--- config.mk ---
export PLATFORM = sky130hd
export DESIGN_NAME = dual_stage_wdog
export DESIGN_NICKNAME = d
export VERILOG_FILES = /design/src/rtl/dsw_pkg.sv /design/src/rtl/dsw_tick.sv /design/src/rtl/dsw_unlock.sv /design/src/rtl/dsw_stages.sv /design/src/rtl/dual_stage_wdog.sv
export SDC_FILE = /design/constraint.sdc
export NUM_CORES = 1
export LEC_CHECK = 0
export ABC_AREA = 1
export CORE_UTILIZATION = 57
export CTS_BUF_LIST = sky130_fd_sc_hd__clkbuf_2
export CTS_CLUSTER_DIAMETER = 200
export DETAILED_ROUTE_END_ITERATION = 8
export PLACE_DENSITY = 0.83
export SLEW_MARGIN = 25
export SYNTH_ARGS = -nofsm -noshare
export SYNTH_HDL_FRONTEND = slang
export SYNTH_SLANG_ARGS = --single-unit
--- constraint.sdc ---
create_clock -name clk_i -period 2.1 [get_ports clk_i]
set_input_delay 0.42 -clock clk_i [delete_from_list [all_inputs] [get_ports clk_i]]
set_output_delay 0.42 -clock clk_i [all_outputs]
set_load 0.01 [all_outputs]
--- src/rtl/dsw_pkg.sv ---
package dsw_pkg;
  localparam int ADDR_W = 5;
  localparam int DATA_W = 32;

  localparam logic [ADDR_W-1:0] OFS_PRE1 = 5'h00;
  localparam logic [ADDR_W-1:0] OFS_PRE2 = 5'h04;
  localparam logic [ADDR_W-1:0] OFS_STAT = 5'h08;
  localparam logic [ADDR_W-1:0] OFS_RELD = 5'h0C;
  localparam logic [ADDR_W-1:0] OFS_CFG  = 5'h10;
  localparam logic [ADDR_W-1:0] OFS_CTRL = 5'h14;

  localparam logic [7:0] KEY_A = 8'h80;
  localparam logic [7:0] KEY_B = 8'h86;

  typedef enum logic [1:0] {UL_IDLE, UL_HALF, UL_OPEN} unlock_e;
  typedef enum logic {ST_ONE, ST_TWO} stage_e;
endpackage

--- src/rtl/dsw_tick.sv ---
module dsw_tick #(
  parameter int SLOW_LOG2 = 15,
  parameter int FAST_LOG2 = 5
) (
  input  logic clk_i,
  input  logic rst_ni,
  input  logic run_i,
  input  logic fast_i,
  output logic tick_o
);
  localparam int CW = SLOW_LOG2;
  localparam logic [CW-1:0] FAST_LIM = CW'((1 << FAST_LOG2) - 1);

  logic [CW-1:0] cnt_q;
  logic [CW-1:0] lim;

  assign lim    = fast_i ? FAST_LIM : {CW{1'b1}};
  assign tick_o = run_i && (cnt_q >= lim);

  always_ff @(posedge clk_i or negedge rst_ni) begin
    if (!rst_ni)                cnt_q <= '0;
    else if (!run_i || tick_o)  cnt_q <= '0;
    else                        cnt_q <= cnt_q + 1'b1;
  end


  tick_gap_chk: assert property (@(posedge clk_i) disable iff (!rst_ni)
    tick_o |=> !tick_o);
endmodule

--- src/rtl/dsw_unlock.sv ---
module dsw_unlock
  import dsw_pkg::*;
(
  input  logic       clk_i,
  input  logic       rst_ni,
  input  logic       key_wr_i,
  input  logic [7:0] key_byte_i,
  input  logic       prot_wr_i,
  output logic       grant_o
);
  unlock_e state_q, state_d;

  always_comb begin
    state_d = state_q;
    unique case (state_q)
      UL_IDLE: if (key_wr_i && key_byte_i == KEY_A) state_d = UL_HALF;
      UL_HALF: if (key_wr_i) state_d = (key_byte_i == KEY_B) ? UL_OPEN : UL_IDLE;
      UL_OPEN: if (prot_wr_i) state_d = UL_IDLE;
      default: state_d = UL_IDLE;
    endcase
  end

  assign grant_o = (state_q == UL_OPEN) && prot_wr_i;

  always_ff @(posedge clk_i or negedge rst_ni) begin
    if (!rst_ni) state_q <= UL_IDLE;
    else         state_q <= state_d;
  end


  one_shot_chk: assert property (@(posedge clk_i) disable iff (!rst_ni)
    grant_o |=> state_q == UL_IDLE);

  key_order_chk: assert property (@(posedge clk_i) disable iff (!rst_ni)
    state_q == UL_IDLE |=> state_q != UL_OPEN);
endmodule

--- src/rtl/dsw_stages.sv ---
module dsw_stages
  import dsw_pkg::*;
#(
  parameter int PRE_W = 20
) (
  input  logic             clk_i,
  input  logic             rst_ni,
  input  logic             run_i,
  input  logic             tick_i,
  input  logic             restart_i,
  input  logic [PRE_W-1:0] pre1_i,
  input  logic [PRE_W-1:0] pre2_i,
  output logic             s1_hit_o,
  output logic             s2_hit_o
);
  logic [PRE_W-1:0] cnt_q;
  stage_e           stg_q;
  logic             fire;

  assign fire     = run_i && tick_i && !restart_i && (cnt_q == '0);
  assign s1_hit_o = fire && (stg_q == ST_ONE);
  assign s2_hit_o = fire && (stg_q == ST_TWO);

  always_ff @(posedge clk_i or negedge rst_ni) begin
    if (!rst_ni) begin
      stg_q <= ST_ONE;
      cnt_q <= '0;
    end else if (!run_i || restart_i) begin
      stg_q <= ST_ONE;
      cnt_q <= pre1_i;
    end else if (tick_i) begin
      if (cnt_q == '0) begin
        stg_q <= (stg_q == ST_ONE) ? ST_TWO : ST_ONE;
        cnt_q <= (stg_q == ST_ONE) ? pre2_i : pre1_i;
      end else begin
        cnt_q <= cnt_q - 1'b1;
      end
    end
  end


  halt_chk: assert property (@(posedge clk_i) disable iff (!rst_ni)
    !run_i |=> (stg_q == ST_ONE) && (cnt_q == $past(pre1_i)));

  restart_chk: assert property (@(posedge clk_i) disable iff (!rst_ni)
    (run_i && restart_i) |=> (stg_q == ST_ONE) && (cnt_q == $past(pre1_i)));
endmodule

--- src/rtl/dual_stage_wdog.sv ---
module dual_stage_wdog
  import dsw_pkg::*;
#(
  parameter int PRE_W     = 20,
  parameter int DFLT_SECS = 30,
  parameter int SLOW_LOG2 = 15,
  parameter int FAST_LOG2 = 5
) (
  input  logic              clk_i,
  input  logic              rst_ni,
  input  logic [ADDR_W-1:0] bus_addr_i,
  input  logic              bus_wen_i,
  input  logic [DATA_W-1:0] bus_wdata_i,
  input  logic [3:0]        bus_strb_i,
  output logic [DATA_W-1:0] bus_rdata_o,
  output logic              irq_o,
  output logic              wdt_rst_o
);
  localparam logic [PRE_W-1:0] PRE_RST = PRE_W'(DFLT_SECS << 9);

  logic [PRE_W-1:0] pre1_q, pre2_q;
  logic             reboot_off_q, fast_q, func_q, en_q, lock_q;
  logic [1:0]       itype_q;
  logic             irq_pend_q, flag_q, rst_q;

  logic wr_pre1, wr_pre2, wr_reld, wr_stat, wr_cfg, wr_ctrl;
  logic grant, restart, flag_clr, tick, s1_hit, s2_hit, boom;
  logic [DATA_W-1:0] bmask;

  assign wr_pre1 = bus_wen_i && bus_addr_i == OFS_PRE1;
  assign wr_pre2 = bus_wen_i && bus_addr_i == OFS_PRE2;
  assign wr_reld = bus_wen_i && bus_addr_i == OFS_RELD;
  assign wr_stat = bus_wen_i && bus_addr_i == OFS_STAT && bus_strb_i[0];
  assign wr_cfg  = bus_wen_i && bus_addr_i == OFS_CFG  && bus_strb_i[0];
  assign wr_ctrl = bus_wen_i && bus_addr_i == OFS_CTRL && bus_strb_i[0];

  for (genvar b = 0; b < 4; b++) begin : g_mask
    assign bmask[8*b +: 8] = {8{bus_strb_i[b]}};
  end

  function automatic logic [PRE_W-1:0] merge(input logic [PRE_W-1:0] old);
    logic [DATA_W-1:0] full;
    full  = (DATA_W'(old) & ~bmask) | (bus_wdata_i & bmask);
    return full[PRE_W-1:0];
  endfunction

  dsw_unlock u_unlock (
    .clk_i      (clk_i),
    .rst_ni     (rst_ni),
    .key_wr_i   (wr_reld && bus_strb_i[0]),
    .key_byte_i (bus_wdata_i[7:0]),
    .prot_wr_i  (wr_pre1 || wr_pre2 || wr_reld),
    .grant_o    (grant)
  );

  assign restart  = grant && wr_reld && bus_strb_i[1] && bus_wdata_i[8];
  assign flag_clr = grant && wr_reld && bus_strb_i[1] && bus_wdata_i[9];

  dsw_tick #(.SLOW_LOG2(SLOW_LOG2), .FAST_LOG2(FAST_LOG2)) u_tick (
    .clk_i  (clk_i),
    .rst_ni (rst_ni),
    .run_i  (en_q),
    .fast_i (fast_q),
    .tick_o (tick)
  );

  dsw_stages #(.PRE_W(PRE_W)) u_stages (
    .clk_i     (clk_i),
    .rst_ni    (rst_ni),
    .run_i     (en_q),
    .tick_i    (tick),
    .restart_i (restart),
    .pre1_i    (pre1_q),
    .pre2_i    (pre2_q),
    .s1_hit_o  (s1_hit),
    .s2_hit_o  (s2_hit)
  );

  assign boom = s2_hit && !reboot_off_q && !func_q;

  always_ff @(posedge clk_i or negedge rst_ni) begin
    if (!rst_ni) begin
      pre1_q <= PRE_RST;
      pre2_q <= PRE_RST;
      {reboot_off_q, fast_q, itype_q} <= '0;
      {func_q, en_q, lock_q} <= '0;
      irq_pend_q <= 1'b0;
      flag_q     <= 1'b0;
      rst_q      <= 1'b0;
    end else begin
      if (grant && wr_pre1) pre1_q <= merge(pre1_q);
      if (grant && wr_pre2) pre2_q <= merge(pre2_q);
      if (wr_cfg) begin
        reboot_off_q <= bus_wdata_i[5];
        fast_q       <= bus_wdata_i[2];
        itype_q      <= bus_wdata_i[1:0];
      end
      if (wr_ctrl) begin
        if (lock_q) {func_q, en_q, lock_q} <= {func_q, en_q, lock_q} | bus_wdata_i[2:0];
        else        {func_q, en_q, lock_q} <= bus_wdata_i[2:0];
      end
      if (s1_hit && itype_q != 2'b11)  irq_pend_q <= 1'b1;
      else if (wr_stat && bus_wdata_i[0]) irq_pend_q <= 1'b0;
      if (boom)          flag_q <= 1'b1;
      else if (flag_clr) flag_q <= 1'b0;
      rst_q <= boom;
    end
  end

  always_comb begin
    bus_rdata_o = '0;
    unique case (bus_addr_i)
      OFS_PRE1: bus_rdata_o = DATA_W'(pre1_q);
      OFS_PRE2: bus_rdata_o = DATA_W'(pre2_q);
      OFS_STAT: bus_rdata_o[0] = irq_pend_q;
      OFS_RELD: bus_rdata_o[9] = flag_q;
      OFS_CFG:  bus_rdata_o[5:0] = {reboot_off_q, 2'b00, fast_q, itype_q};
      OFS_CTRL: bus_rdata_o[2:0] = {func_q, en_q, lock_q};
      default:  bus_rdata_o = '0;
    endcase
  end

  assign irq_o     = irq_pend_q;
  assign wdt_rst_o = rst_q;


  pulse_width_chk: assert property (@(posedge clk_i) disable iff (!rst_ni)
    rst_q |=> !rst_q);

  flag_with_pulse_chk: assert property (@(posedge clk_i) disable iff (!rst_ni)
    rst_q |-> flag_q);

  quiet_when_off_chk: assert property (@(posedge clk_i) disable iff (!rst_ni)
    rst_q |-> $past(!reboot_off_q && !func_q));

  lock_hold_chk: assert property (@(posedge clk_i) disable iff (!rst_ni)
    (lock_q && en_q) |=> (lock_q && en_q));

  irq_gate_chk: assert property (@(posedge clk_i) disable iff (!rst_ni)
    $rose(irq_pend_q) |-> $past(itype_q) != 2'b11);
endmodule

==> impl_metrics.tcl <==
set metrics [dict create \
    final_hold_viol_count 0 \
    crit_type "input pin to primary output" \
    finalSetupTns_ns 0 \
    cp.required_ns 1.68 \
    antenna_cells 0 \
    tightest_slew_ns 0.5024 \
    timing.max_cap.violations 0 \
    crit_top_cell "dlygate4sd2_1" \
    skew_ns 0.01843 \
    design_area_mm2 0.006673 \
    clk_path_buf_depth 2 \
    path_cells "dlygate4sd2_1 > nor2_2 > nand3_2 > buf_4 > o22ai_1 > dlygate4sd2_1" \
    wl_per_cell_um 14.96 \
    ys_ff_latch 88 \
    port-buffer-count 52 \
    yosysWarnings 0 \
    wl_mm 14.93 \
    min_period_ns 2.064 \
    dieHeight_um 101.2 \
    global_route.usage.met3 0.05107 \
    drive_above_1_share 0.1461 \
    gp_congestion 0.8937 \
    cts_tree "built" \
    core_mm2 0.009371 \
    groute.usage.overall 0.3094 \
    grt_pass1_wl_mm 24.72 \
    fin_nets 921 \
    area_delta_synth_final_pct 19.04 \
    reg2regPathDepth 10 \
    grt.busiest_layer "met2" \
    cts-root-buf "clkbuf_2" \
    syn_avg_cell_area_um2 7.177 \
    relSlewSlack 0.6651 \
    grt_start_max_net_pins 43 \
    hp-class "input pin to async pin" \
    report.final.slew_viol_count 0 \
    post-route-period-util 0.9826 \
    placed_cell_area_mm2 0.006445 \
    regToRegSetupSlack_ns 0.06 \
    clkTransAtPathRegs_ns 0.24 \
    crit_path_max_fanout 13 \
    layout_common_cells "nand2_1, inv_1, dfrtp_1, nor2_1, nand3_1" \
    firstDrtPassIters 5 \
    status "completed" \
    gr-total-overflow 0 \
    antenna_left 0 \
    netlist_area_mm2 0.005605 \
    clk_latency_ns 0.52 \
    met1_usage 0.4337 \
    cpPeakStageDelay_ns 0.29 \
    drcViolationCount 0 \
    die_x_um 101.2 \
    power_density_mw_per_mm2 530.3 \
    h-tree-depth 3 \
    dp_hpwl_mm 11.31 \
    synthCells 781 \
    r2r-start "fast_q" \
    hold_ws_ns 0.3687 \
    cts_buffers 9 \
    r2r_end "u_stages.cnt_q[6]" \
    cp-start-kind "input pin" \
    start_util 0.5981 \
    critPathCaptureType "primary output" \
    vias 5534 \
    fp.dieArea_mm2 0.01023 \
    viasPerCell 5.545 \
    antenna_found_initial 0 \
    endpoint "bus_rdata_o[14]" \
    rsz0062_at_grt "true" \
    slowest_stage "dlygate4sd2_1" \
    worstPathArrival_ns 1.64 \
    grt_pass1_vias 5197 \
    fmax_mhz 484.6 \
    gr-usage-met2 0.5071 \
    rows 35 \
    leakage_nw 3.235 \
    ios 78 \
    mostFrequentLayoutCell "nand2_1" \
    yosysUniqueCellTypes 37 \
    setup.worst_path.start "bus_addr_i[2]" \
    peakVddDrop_v 0.0003380 \
    fin_util 0.7120 \
    drt_iter0_markers 458 \
    setup_viol 0 \
    cts_sinks 88 \
    yosysSeqAreaShare 0.3946 \
]
## report_power, final
group | leakage [nW] | internal (mW) | switching (mW)
combinational | 2.19 | 0.283 | 0.391
sequential | 0.973 | 1.78 | 0.0982
clock | 0.0756 | 0.392 | 0.593
total | 3.23 | 2.46 | 1.08
## logic make-up (layout without fill, tap and decap cells)
logic type	after synthesis	count (layout)	share of synthesized area
other	1	12	0.0006690
DFF	88	88	0.3946
xor gates and xnor gates	13	13	0.02031
adders and majority gates	13	13	0.02902
buffers and inverters	132	209	0.1060
AOI/OAI and AO/OA	114	114	0.1092
and+or+nand+nor	420	420	0.3402
## synth_stat cells
cell	instances	area [um^2]
nor2_1	74	277.8
o21ai_0	53	265.3
a31oi_1	1	6.260
nand3_1	62	310.3
nor2_4	6	67.56
nor3_4	1	16.27
ha_1	13	162.7
nand3_2	4	40.04
and2_0	1	6.260
xor2_1	9	78.83
buf_4	14	105.1
a21oi_1	23	115.1
nor3_2	2	20.02
nor3b_1	1	7.510
clkbuf_1	10	37.54
o21ai_1	13	65.06
nand3_4	2	35.03
nand4_1	23	143.9
dfstp_2	8	210.2
o221ai_1	2	17.52
nand3b_1	1	7.510
nand2_2	6	37.54
o22ai_1	18	112.6
nor4_1	3	18.77
dfrtp_1	80	2002
nor3_1	12	60.06
xnor2_1	4	35.03
inv_1	93	349.1
nor2_2	9	56.30
a21o_1	2	15.01
o21bai_1	2	15.01
inv_2	3	11.26
buf_6	5	56.30
buf_2	7	35.03
and3_1	1	6.260
nand2_1	212	795.8
conb_1	1	3.750
## area by class of cell
class	instances	area (um^2)
clock buffers	10	50.05
fillers	786	2699
well taps	129	161.4
multi-input cells	572	2923
flip-flops and latches	88	2213
inverters	96	362.8
repair buffers	97	878.3
clock inverters	6	83.83
## what timing repair did
| action | CTS | global route |
|---|---|---|
| endpoints found under the setup margin | 53 | 49 |
| setup buffers | 2 | 5 |
| resized for setup | 45 | 40 |
| pin swaps | 4 | 4 |
| gates cloned | 0 | 0 |
| endpoints found under the hold margin | 33 | 0 |
| hold buffers | 1 | 0 |
## routing by layer
metal	up-vias	part of all wire	routed length, um
met4	0	0.013	195
met3	20	0.069	1036
met1	2602	0.44	6587
met5	-	0	0
li1	2680	-	-
met2	232	0.48	7112
## stage by stage
step	power [mW]	worst slack (ns)	cells
floorplan	2.265	0.2246	792
global placement	2.534	-0.4953	974
detailed placement	2.555	-0.5554	974
CTS	3.509	0.006635	993
global route	3.722	-0.03717	998
finish	3.539	0.03647	998
## worst min-delay path by stage
| stage | depth (start not counted) | startpoint | slack (ns) | endpoint |
|---|---|---|---|---|
| after global routing | 2 | rst_ni | 0.34 | async pin |
| after floorplan | 0 | rst_ni | 0.12 | async pin |
| after global placement | 1 | rst_ni | 0.41 | lock_q |
| final | 2 | rst_ni | 0.37 | itype_q[0] |
| after detailed placement | 1 | rst_ni | 0.41 | itype_q[0] |
| after CTS | 2 | rst_ni | 0.35 | async pin |
## critical path, delay by kind of cell
family / cells / cell delay, ns
AO/OA/AOI/OAI: 1 / 0.17
buffers and inverters: 3 / 0.77
AND/OR/NAND/NOR: 2 / 0.28
Note: power is estimated with default switching activity, not from simulation.
